[src/rtl/seglcd_pkg.sv]
package seglcd_pkg;
    localparam int PHASES  = 8;
    localparam int PH_W    = $clog2(PHASES);
    localparam int ALT_OFS = PHASES / 2;

    localparam logic [1:0] MODE_NORMAL = 2'd0;
    localparam logic [1:0] MODE_ALT    = 2'd1;

    typedef enum logic [1:0] {
        VIEW_NORMAL = 2'd0,
        VIEW_ALT    = 2'd1,
        VIEW_BLANK  = 2'd2
    } view_e;

    typedef enum logic {
        SEQ_OFF = 1'b0,
        SEQ_RUN = 1'b1
    } seq_state_e;

    typedef enum logic {
        BLK_SHOW = 1'b0,
        BLK_HIDE = 1'b1
    } blk_state_e;
endpackage

[src/rtl/seglcd_wfmem.sv]
module seglcd_wfmem
    import seglcd_pkg::*;
#(
    parameter int NPIN   = 64,
    parameter int ADDR_W = $clog2(NPIN)
) (
    input  logic                          clk,
    input  logic                          rst_n,
    input  logic                          wr_en,
    input  logic [ADDR_W-1:0]             wr_addr,
    input  logic [PHASES-1:0]             wr_data,
    output logic [NPIN-1:0][PHASES-1:0]   wf
);
    for (genvar i = 0; i < NPIN; i++) begin : g_byte
        always_ff @(posedge clk or negedge rst_n) begin
            if (!rst_n) begin
                wf[i] <= '0;
            end else if (wr_en && wr_addr == ADDR_W'(i)) begin
                wf[i] <= wr_data;
            end
        end
    end
endmodule

[src/rtl/seglcd_phase_fsm.sv]
module seglcd_phase_fsm
    import seglcd_pkg::*;
(
    input  logic            clk,
    input  logic            rst_n,
    input  logic            ctrl_en,
    input  logic            frame_tick,
    input  logic [PH_W-1:0] duty,
    output logic [PH_W-1:0] phase,
    output logic            frame_start
);
    seq_state_e      state_q, state_d;
    logic [PH_W-1:0] phase_q;
    logic            fs_q;
    logic            advance;
    logic            at_last;

    always_ff @(posedge clk or negedge rst_n) begin
        if (!rst_n) state_q <= SEQ_OFF;
        else        state_q <= state_d;
    end

    always_comb begin
        state_d = state_q;
        unique case (state_q)
            SEQ_OFF: if (ctrl_en)  state_d = SEQ_RUN;
            SEQ_RUN: if (!ctrl_en) state_d = SEQ_OFF;
            default: state_d = SEQ_OFF;
        endcase
    end

    assign advance = (state_q == SEQ_RUN) && ctrl_en && frame_tick;
    assign at_last = (phase_q >= duty);

    always_ff @(posedge clk or negedge rst_n) begin
        if (!rst_n) begin
            phase_q <= '0;
            fs_q    <= 1'b0;
        end else if (!ctrl_en) begin
            phase_q <= '0;
            fs_q    <= 1'b0;
        end else if (advance) begin
            phase_q <= at_last ? '0 : phase_q + 1'b1;
            fs_q    <= at_last;
        end else begin
            fs_q    <= 1'b0;
        end
    end

    always_comb begin
        phase       = phase_q;
        frame_start = fs_q;
    end
endmodule

[src/rtl/seglcd_blink_fsm.sv]
module seglcd_blink_fsm
    import seglcd_pkg::*;
#(
    parameter int BLINK_BASE = 12,
    parameter int RATE_W     = 3
) (
    input  logic              clk,
    input  logic              rst_n,
    input  logic              run,
    input  logic [RATE_W-1:0] rate,
    output logic              hide
);
    localparam int CNT_W = BLINK_BASE + (1 << RATE_W) - 1;

    blk_state_e       state_q, state_d;
    logic [CNT_W-1:0] cnt_q;
    logic [CNT_W-1:0] limit;
    logic             expire;

    assign limit  = ~({CNT_W{1'b1}} << (BLINK_BASE + int'(rate)));
    assign expire = run && (cnt_q >= limit);

    always_ff @(posedge clk or negedge rst_n) begin
        if (!rst_n) state_q <= BLK_SHOW;
        else        state_q <= state_d;
    end

    always_comb begin
        state_d = state_q;
        unique case (state_q)
            BLK_SHOW: if (!run) state_d = BLK_SHOW; else if (expire) state_d = BLK_HIDE;
            BLK_HIDE: if (!run) state_d = BLK_SHOW; else if (expire) state_d = BLK_SHOW;
            default:  state_d = BLK_SHOW;
        endcase
    end

    always_ff @(posedge clk or negedge rst_n) begin
        if (!rst_n)      cnt_q <= '0;
        else if (!run)   cnt_q <= '0;
        else if (expire) cnt_q <= '0;
        else             cnt_q <= cnt_q + 1'b1;
    end

    always_comb begin
        hide = run && (state_q == BLK_HIDE);
    end
endmodule

[src/rtl/seglcd_pin_map.sv]
module seglcd_pin_map
    import seglcd_pkg::*;
#(
    parameter int NPIN = 64
) (
    input  logic                        en,
    input  view_e                       view,
    input  logic [PH_W-1:0]             phase,
    input  logic [NPIN-1:0][PHASES-1:0] wf,
    input  logic [NPIN-1:0]             pin_en,
    input  logic [NPIN-1:0]             pin_bp,
    output logic [NPIN-1:0]             pin_active,
    output logic [NPIN-1:0]             pin_role
);
    logic [PH_W:0] alt_idx;
    assign alt_idx = {1'b0, phase} + (PH_W+1)'(ALT_OFS);

    for (genvar i = 0; i < NPIN; i++) begin : g_pin
        logic lo_bit, hi_bit, sel;

        assign lo_bit = wf[i][phase];
        assign hi_bit = alt_idx[PH_W] ? 1'b0 : wf[i][alt_idx[PH_W-1:0]];

        always_comb begin
            unique case (view)
                VIEW_NORMAL: sel = lo_bit;
                VIEW_ALT:    sel = hi_bit;
                VIEW_BLANK:  sel = pin_bp[i] & lo_bit;
                default:     sel = 1'b0;
            endcase
        end

        assign pin_active[i] = en & pin_en[i] & sel;
        assign pin_role[i]   = pin_en[i] & pin_bp[i];
    end
endmodule

[src/rtl/seglcd_seq.sv]
module seglcd_seq
    import seglcd_pkg::*;
#(
    parameter int NPIN       = 64,
    parameter int BLINK_BASE = 12,
    parameter int RATE_W     = 3,
    localparam int ADDR_W    = $clog2(NPIN)
) (
    input  logic              clk,
    input  logic              rst_n,
    input  logic              ctrl_en,
    input  logic              frame_tick,
    input  logic [2:0]        duty,
    input  logic [1:0]        disp_mode,
    input  logic              blink_en,
    input  logic              blink_mode,
    input  logic [RATE_W-1:0] blink_rate,
    input  logic [NPIN-1:0]   pin_en,
    input  logic [NPIN-1:0]   pin_bp,
    input  logic              wr_en,
    input  logic [ADDR_W-1:0] wr_addr,
    input  logic [7:0]        wr_data,
    output logic [NPIN-1:0]   pin_active,
    output logic [NPIN-1:0]   pin_role,
    output logic [2:0]        phase_idx,
    output logic              frame_start
);
    logic [NPIN-1:0][PHASES-1:0] wf;
    logic                        hide;
    logic                        alt_ok;
    view_e                       view;

    seglcd_wfmem #(.NPIN(NPIN), .ADDR_W(ADDR_W)) u_mem (
        .clk(clk), .rst_n(rst_n), .wr_en(wr_en), .wr_addr(wr_addr),
        .wr_data(wr_data), .wf(wf)
    );

    seglcd_phase_fsm u_phase (
        .clk(clk), .rst_n(rst_n), .ctrl_en(ctrl_en), .frame_tick(frame_tick),
        .duty(duty), .phase(phase_idx), .frame_start(frame_start)
    );

    seglcd_blink_fsm #(.BLINK_BASE(BLINK_BASE), .RATE_W(RATE_W)) u_blink (
        .clk(clk), .rst_n(rst_n), .run(ctrl_en & blink_en),
        .rate(blink_rate), .hide(hide)
    );

    assign alt_ok = (duty < PH_W'(ALT_OFS));

    always_comb begin
        if (hide) begin
            view = (blink_mode && alt_ok) ? VIEW_ALT : VIEW_BLANK;
        end else if (disp_mode == MODE_NORMAL) begin
            view = VIEW_NORMAL;
        end else if (disp_mode == MODE_ALT) begin
            view = alt_ok ? VIEW_ALT : VIEW_BLANK;
        end else begin
            view = VIEW_BLANK;
        end
    end

    seglcd_pin_map #(.NPIN(NPIN)) u_map (
        .en(ctrl_en), .view(view), .phase(phase_idx), .wf(wf),
        .pin_en(pin_en), .pin_bp(pin_bp),
        .pin_active(pin_active), .pin_role(pin_role)
    );
endmodule

[config.mk]
export PLATFORM = sky130hd
export DESIGN_NAME = seglcd_seq
export DESIGN_NICKNAME = d
export VERILOG_FILES = /design/src/rtl/seglcd_pkg.sv /design/src/rtl/seglcd_wfmem.sv /design/src/rtl/seglcd_phase_fsm.sv /design/src/rtl/seglcd_blink_fsm.sv /design/src/rtl/seglcd_pin_map.sv /design/src/rtl/seglcd_seq.sv
export SDC_FILE = /design/constraint.sdc
export NUM_CORES = 1
export LEC_CHECK = 0
export ABC_AREA = 0
export BUFFER_PORTS_ARGS = -buffer_cell sky130_fd_sc_hd__buf_2
export CAP_MARGIN = 0
export CORE_MARGIN = 5
export CORE_UTILIZATION = 53
export CTS_BUF_LIST = sky130_fd_sc_hd__clkbuf_8 sky130_fd_sc_hd__clkbuf_16
export DETAILED_ROUTE_END_ITERATION = 6
export PLACE_DENSITY_LB_ADDON = 0.1
export SYNTH_ARGS = -nofsm -noshare
export SYNTH_HDL_FRONTEND = slang
export SYNTH_SLANG_ARGS = --single-unit
export TNS_END_PERCENT = 100
[constraint.sdc]
create_clock -name clk -period 2 [get_ports clk]
set_input_delay 0.2 -clock clk [delete_from_list [all_inputs] [get_ports clk]]
set_output_delay 0.2 -clock clk [all_outputs]
set_load 0.005 [all_outputs]
==> summary.txt <==
Pwr
  • P per Cell Area: between 800 and 900 mW/mm^2
  • Design Power: about 27000 uW
  • Worst vdd ir: around 0.64 mV
  • LEAKAGE: around 0.015 uW

Floorplanning
  • Core Footprint: between 0.04 and 0.05 mm^2
  • Cell row count: between 80 and 90
  • Die Span X: between 200 and 250 um
  • Die Span Y: between 200 and 250 um
  • Die footprint: 0.0540 mm^2
  • # IOs: a little under 300
  • Starting Density: 0.535

Critical path
  • Crit path capture type: output port
  • FF-to-FF End: u_phase.phase[0]$_DFFE_PN0P_
  • WP buf/inv: 3
  • Critical path arrival: ~2400 ps
  • CP required: 1800 ps
  • FF-to-FF Start: u_phase.phase[0]$_DFFE_PN0P_
  • Critical path class: reg -> out
  • Worst path slowest cell: dfrtp_1
  • Reg2Reg Setup Slack: -10 ps
  • Max stage delay on crit path: 380 ps
  • Worst R2R Path Depth: 10
  • Critical Path, Cell by Cell: buf_4 -> nand4_1 -> nand2_1 -> nand2_2 -> and2_4 -> buf_12 -> a21oi_1 -> o22ai_2 -> buf_2
  • Nature of the critical path startpoint: flip-flop
  • Critical path's top delay family: simple AND/OR/NAND/NOR gates
  • CP Max Fanout: 28

STA
  • Finish-stage setup viols: 65
  • Pins Over Slew Limit: 0
  • Unrepaired setup endpoints after global routing: yes
  • Hold Slack: 146 ps
  • Setup ws final: -585 ps
  • Worst-Margin Slew: 719 ps
  • F_max: 0.387 GHz
  • Period utilisation layout: 1.29
  • Final Hold Vio Count: 0
  • Skew final: 5.44 ps
  • Fin crit period: approximately 2600 ps
  • Slew margin rel.: 0.521

Synthesis
  • Post-synthesis mux area share: 0.330
  • Post-Synth Adder-Cell Area: 0.0100
  • Post-synth EDFFs: 0
  • Top-area cell type share of the netlist area: 0.513
  • Synth Area in Simple Gates: 0.0736
  • Synthesized instance count: between 1500 and 2000
  • Mean Syn Cell Area: 13.4 um^2
  • Synth async-reset ratio: 1.00
  • Post-Syn Area: approximately 0.026 mm^2
  • Count of different cell masters after synthesis: 39
  • Top cells by count, synth: dfrtp_1, mux2_2, nand3_1
  • Post-synthesis xor/xnor area fraction: 0.00568
  • Ys flop type: dfrtp_1
  • Main area contributors after synthesis: dfrtp_1, mux2_2, mux4_2, nand3_1, a21oi_1
  • Flop and latch count out of synthesis: approximately 540
  • Main combinational cell family by area after synthesis: multiplexers
  • Top-count cell post-synth: dfrtp_1
  • Yosys top cell by area: dfrtp_1
  • Compound-Gate Fraction of Synth Area: 0.0451
  • Sequential area share after synthesis: 0.513
  • YS warnings: 0

Route
  • Routed WL: between 70000 and 80000 um
  • Iteration-0 DRC Markers: between 1000 and 1500
  • Drt wl/cell: about 24 um
  • Final ANT Viol Nets: 0
  • Via/cell ratio: ~6
  • Vias: between 15000 and 20000
  • DRT Pass-1 Iters: 5
  • DR DRC count: 0

Clock tree
  • Clock root buffer: clkbuf_16
  • H-tree levels: 2
  • CTS tree: yes
  • Clk_lat worst skew: just under 600 ps
  • Worst-path clk slew: 60 ps
  • CTS max path bufs: 3
  • Clock sink count: 537
  • Number of CTS-inserted buffers: 55

Global routing
  • Initial antenna violation count: 3
  • Grt ovf: 0
  • Largest net degree at the start of global routing: between 60 and 70
  • Busiest grt layer: met2
  • Vias in the first global route: around 19000
  • GRT met2 Usage: 0.442
  • GR Util met3: 0.0391
  • Global routing usage on met1: 0.382
  • Total track usage: 0.268
  • First-pass GRT wire length: around 110000 um

Place
  • Detailed Place HPWL: between 40000 and 50000 um
  • Pre-CTS WS: -13.6 ps
  • Dpl cell area: a little under 0.03 mm^2
  • Gpl congestion: 0.796
  • I/O Buffers: ~290

Run
  • Max-cap viol count: 0

Status
  • Outcome: finished, violations left
  • Failing checks: negative setup slack

Final layout
  • Layout area overhead: 21.6%
  • Share of cells above drive strength 1: 0.522
  • Nets@finish: 2494
  • Fin util: 0.651
  • Fillers: about 3700
  • Cell area after layout: about 0.032 mm^2

Worst hold path
  • HP Class: in -> async
-- kinds of logic (layout without fill, tap and decap cells) --
| logic type | Yosys count | count (layout) |
|---|---|---|
| xor+xnor | 17 | 17 |
| other cells | 2 | 12 |
| simple gates | 372 | 372 |
| buf+inv | 149 | 541 |
| compound gates | 215 | 215 |
| fa+ha+maj | 21 | 21 |
| mux | 640 | 640 |
| flops | 537 | 537 |
-- flip-flops by register name, summed over array words and instances, names as in the netlist --
name / cells
u_phase.state_q: 1
u_mem.wf: 512
u_blink.cnt_q: 19
u_blink.state_q: 1
u_phase.frame_start: 1
u_phase.phase: 3
-- timing repair --
item                                   in CTS  in global routing
hold buffers                                3                  0
pin swaps                                   4                  8
gates cloned                                4                  7
endpoints found under the hold margin     136                  0
gates resized for setup                    22                 31
setup buffers                              15                  3
setup endpoints to repair                  65                 67
-- power by group --
| group | switching (uW) | leakage, uW | internal [uW] |
|---|---|---|---|
| clock network | 4220 | 0.000930 | 6130 |
| logic | 1820 | 0.00674 | 2250 |
| registers | 686 | 0.00715 | 12200 |
-- cell usage in the layout (no fill, tap or decap), types with 5 or more instances in the layout --
cell       netlist  final
nand3_1        146    143
a21oi_1        139    129
dfrtp_1        537    535
buf_4            0     92
and3_1           5      5
nand2_1         58     56
clkinv_2         0     10
o22ai_2          0      7
o22ai_1         64     57
mux4_2         128    128
and2_1          66     65
clkbuf_8         0     11
ha_1            21     20
xnor2_1          6      6
nor2_2          15     15
clkbuf_16        0     62
nor2_1          35     34
a21oi_2          0      9
nand4_1         11     11
bufinv_16        0      5
conb_1           2      9
buf_2           18    287
buf_12           0     38
nand2_2          4      6
xor2_1          11     11
or2_2            5      5
inv_1            8     14
buf_16           0      6
nor3_1           9      8
mux2_2         512    512
-- layer usage --
metal / part of all wire / vias to the layer above
met5: 0 / -
met4: 0.021 / 0
met3: 0.056 / 91
met2: 0.49 / 539
met1: 0.43 / 9666
li1: - / 7969
-- stage by stage --
step                      setup TNS (ps)  instances
final                             -32060       3019
after CTS                         -35870       3008
after detailed placement           -13.6       2893
after global placement             -48.5       2893
after global routing              -41030       3019
after floorplan                        0       1960
-- area by class of cell --
| class | instances | area [um^2] | share of cell area |
|---|---|---|---|
| Multi-Input combinational cell | 1274 | 12400 | 0.389 |
| Inverter | 8 | 32.5 | 0.00102 |
| Tap cell | 664 | 831 | 0.0261 |
| Clock buffer | 67 | 1560 | 0.0491 |
| Sequential cell | 537 | 13400 | 0.422 |
| Timing Repair Buffer | 440 | 3330 | 0.104 |
| Clock inverter | 26 | 259 | 0.00813 |
| Antenna cell | 3 | 7.51 | 0.000236 |
-- worst max path at each step --
| stage | from | endpoint | slack, ps | cells past startpoint |
|---|---|---|---|---|
| floorplan | u_phase.phase[0]$_DFFE_PN0P_ | u_phase.phase[0]$_DFFE_PN0P_ | 3 | 11 |
| global placement | u_blink.state_q$_DFF_PN0_ | pin_active[50] | -30 | 8 |
| detailed placement | u_blink.state_q$_DFF_PN0_ | pin_active[33] | -10 | 8 |
| CTS | u_blink.state_q$_DFF_PN0_ | pin_active[50] | -630 | 10 |
| global route | u_blink.state_q$_DFF_PN0_ | pin_active[54] | -720 | 9 |
| finish | u_blink.state_q$_DFF_PN0_ | pin_active[50] | -580 | 9 |
Power figures use the tool's default switching activity.
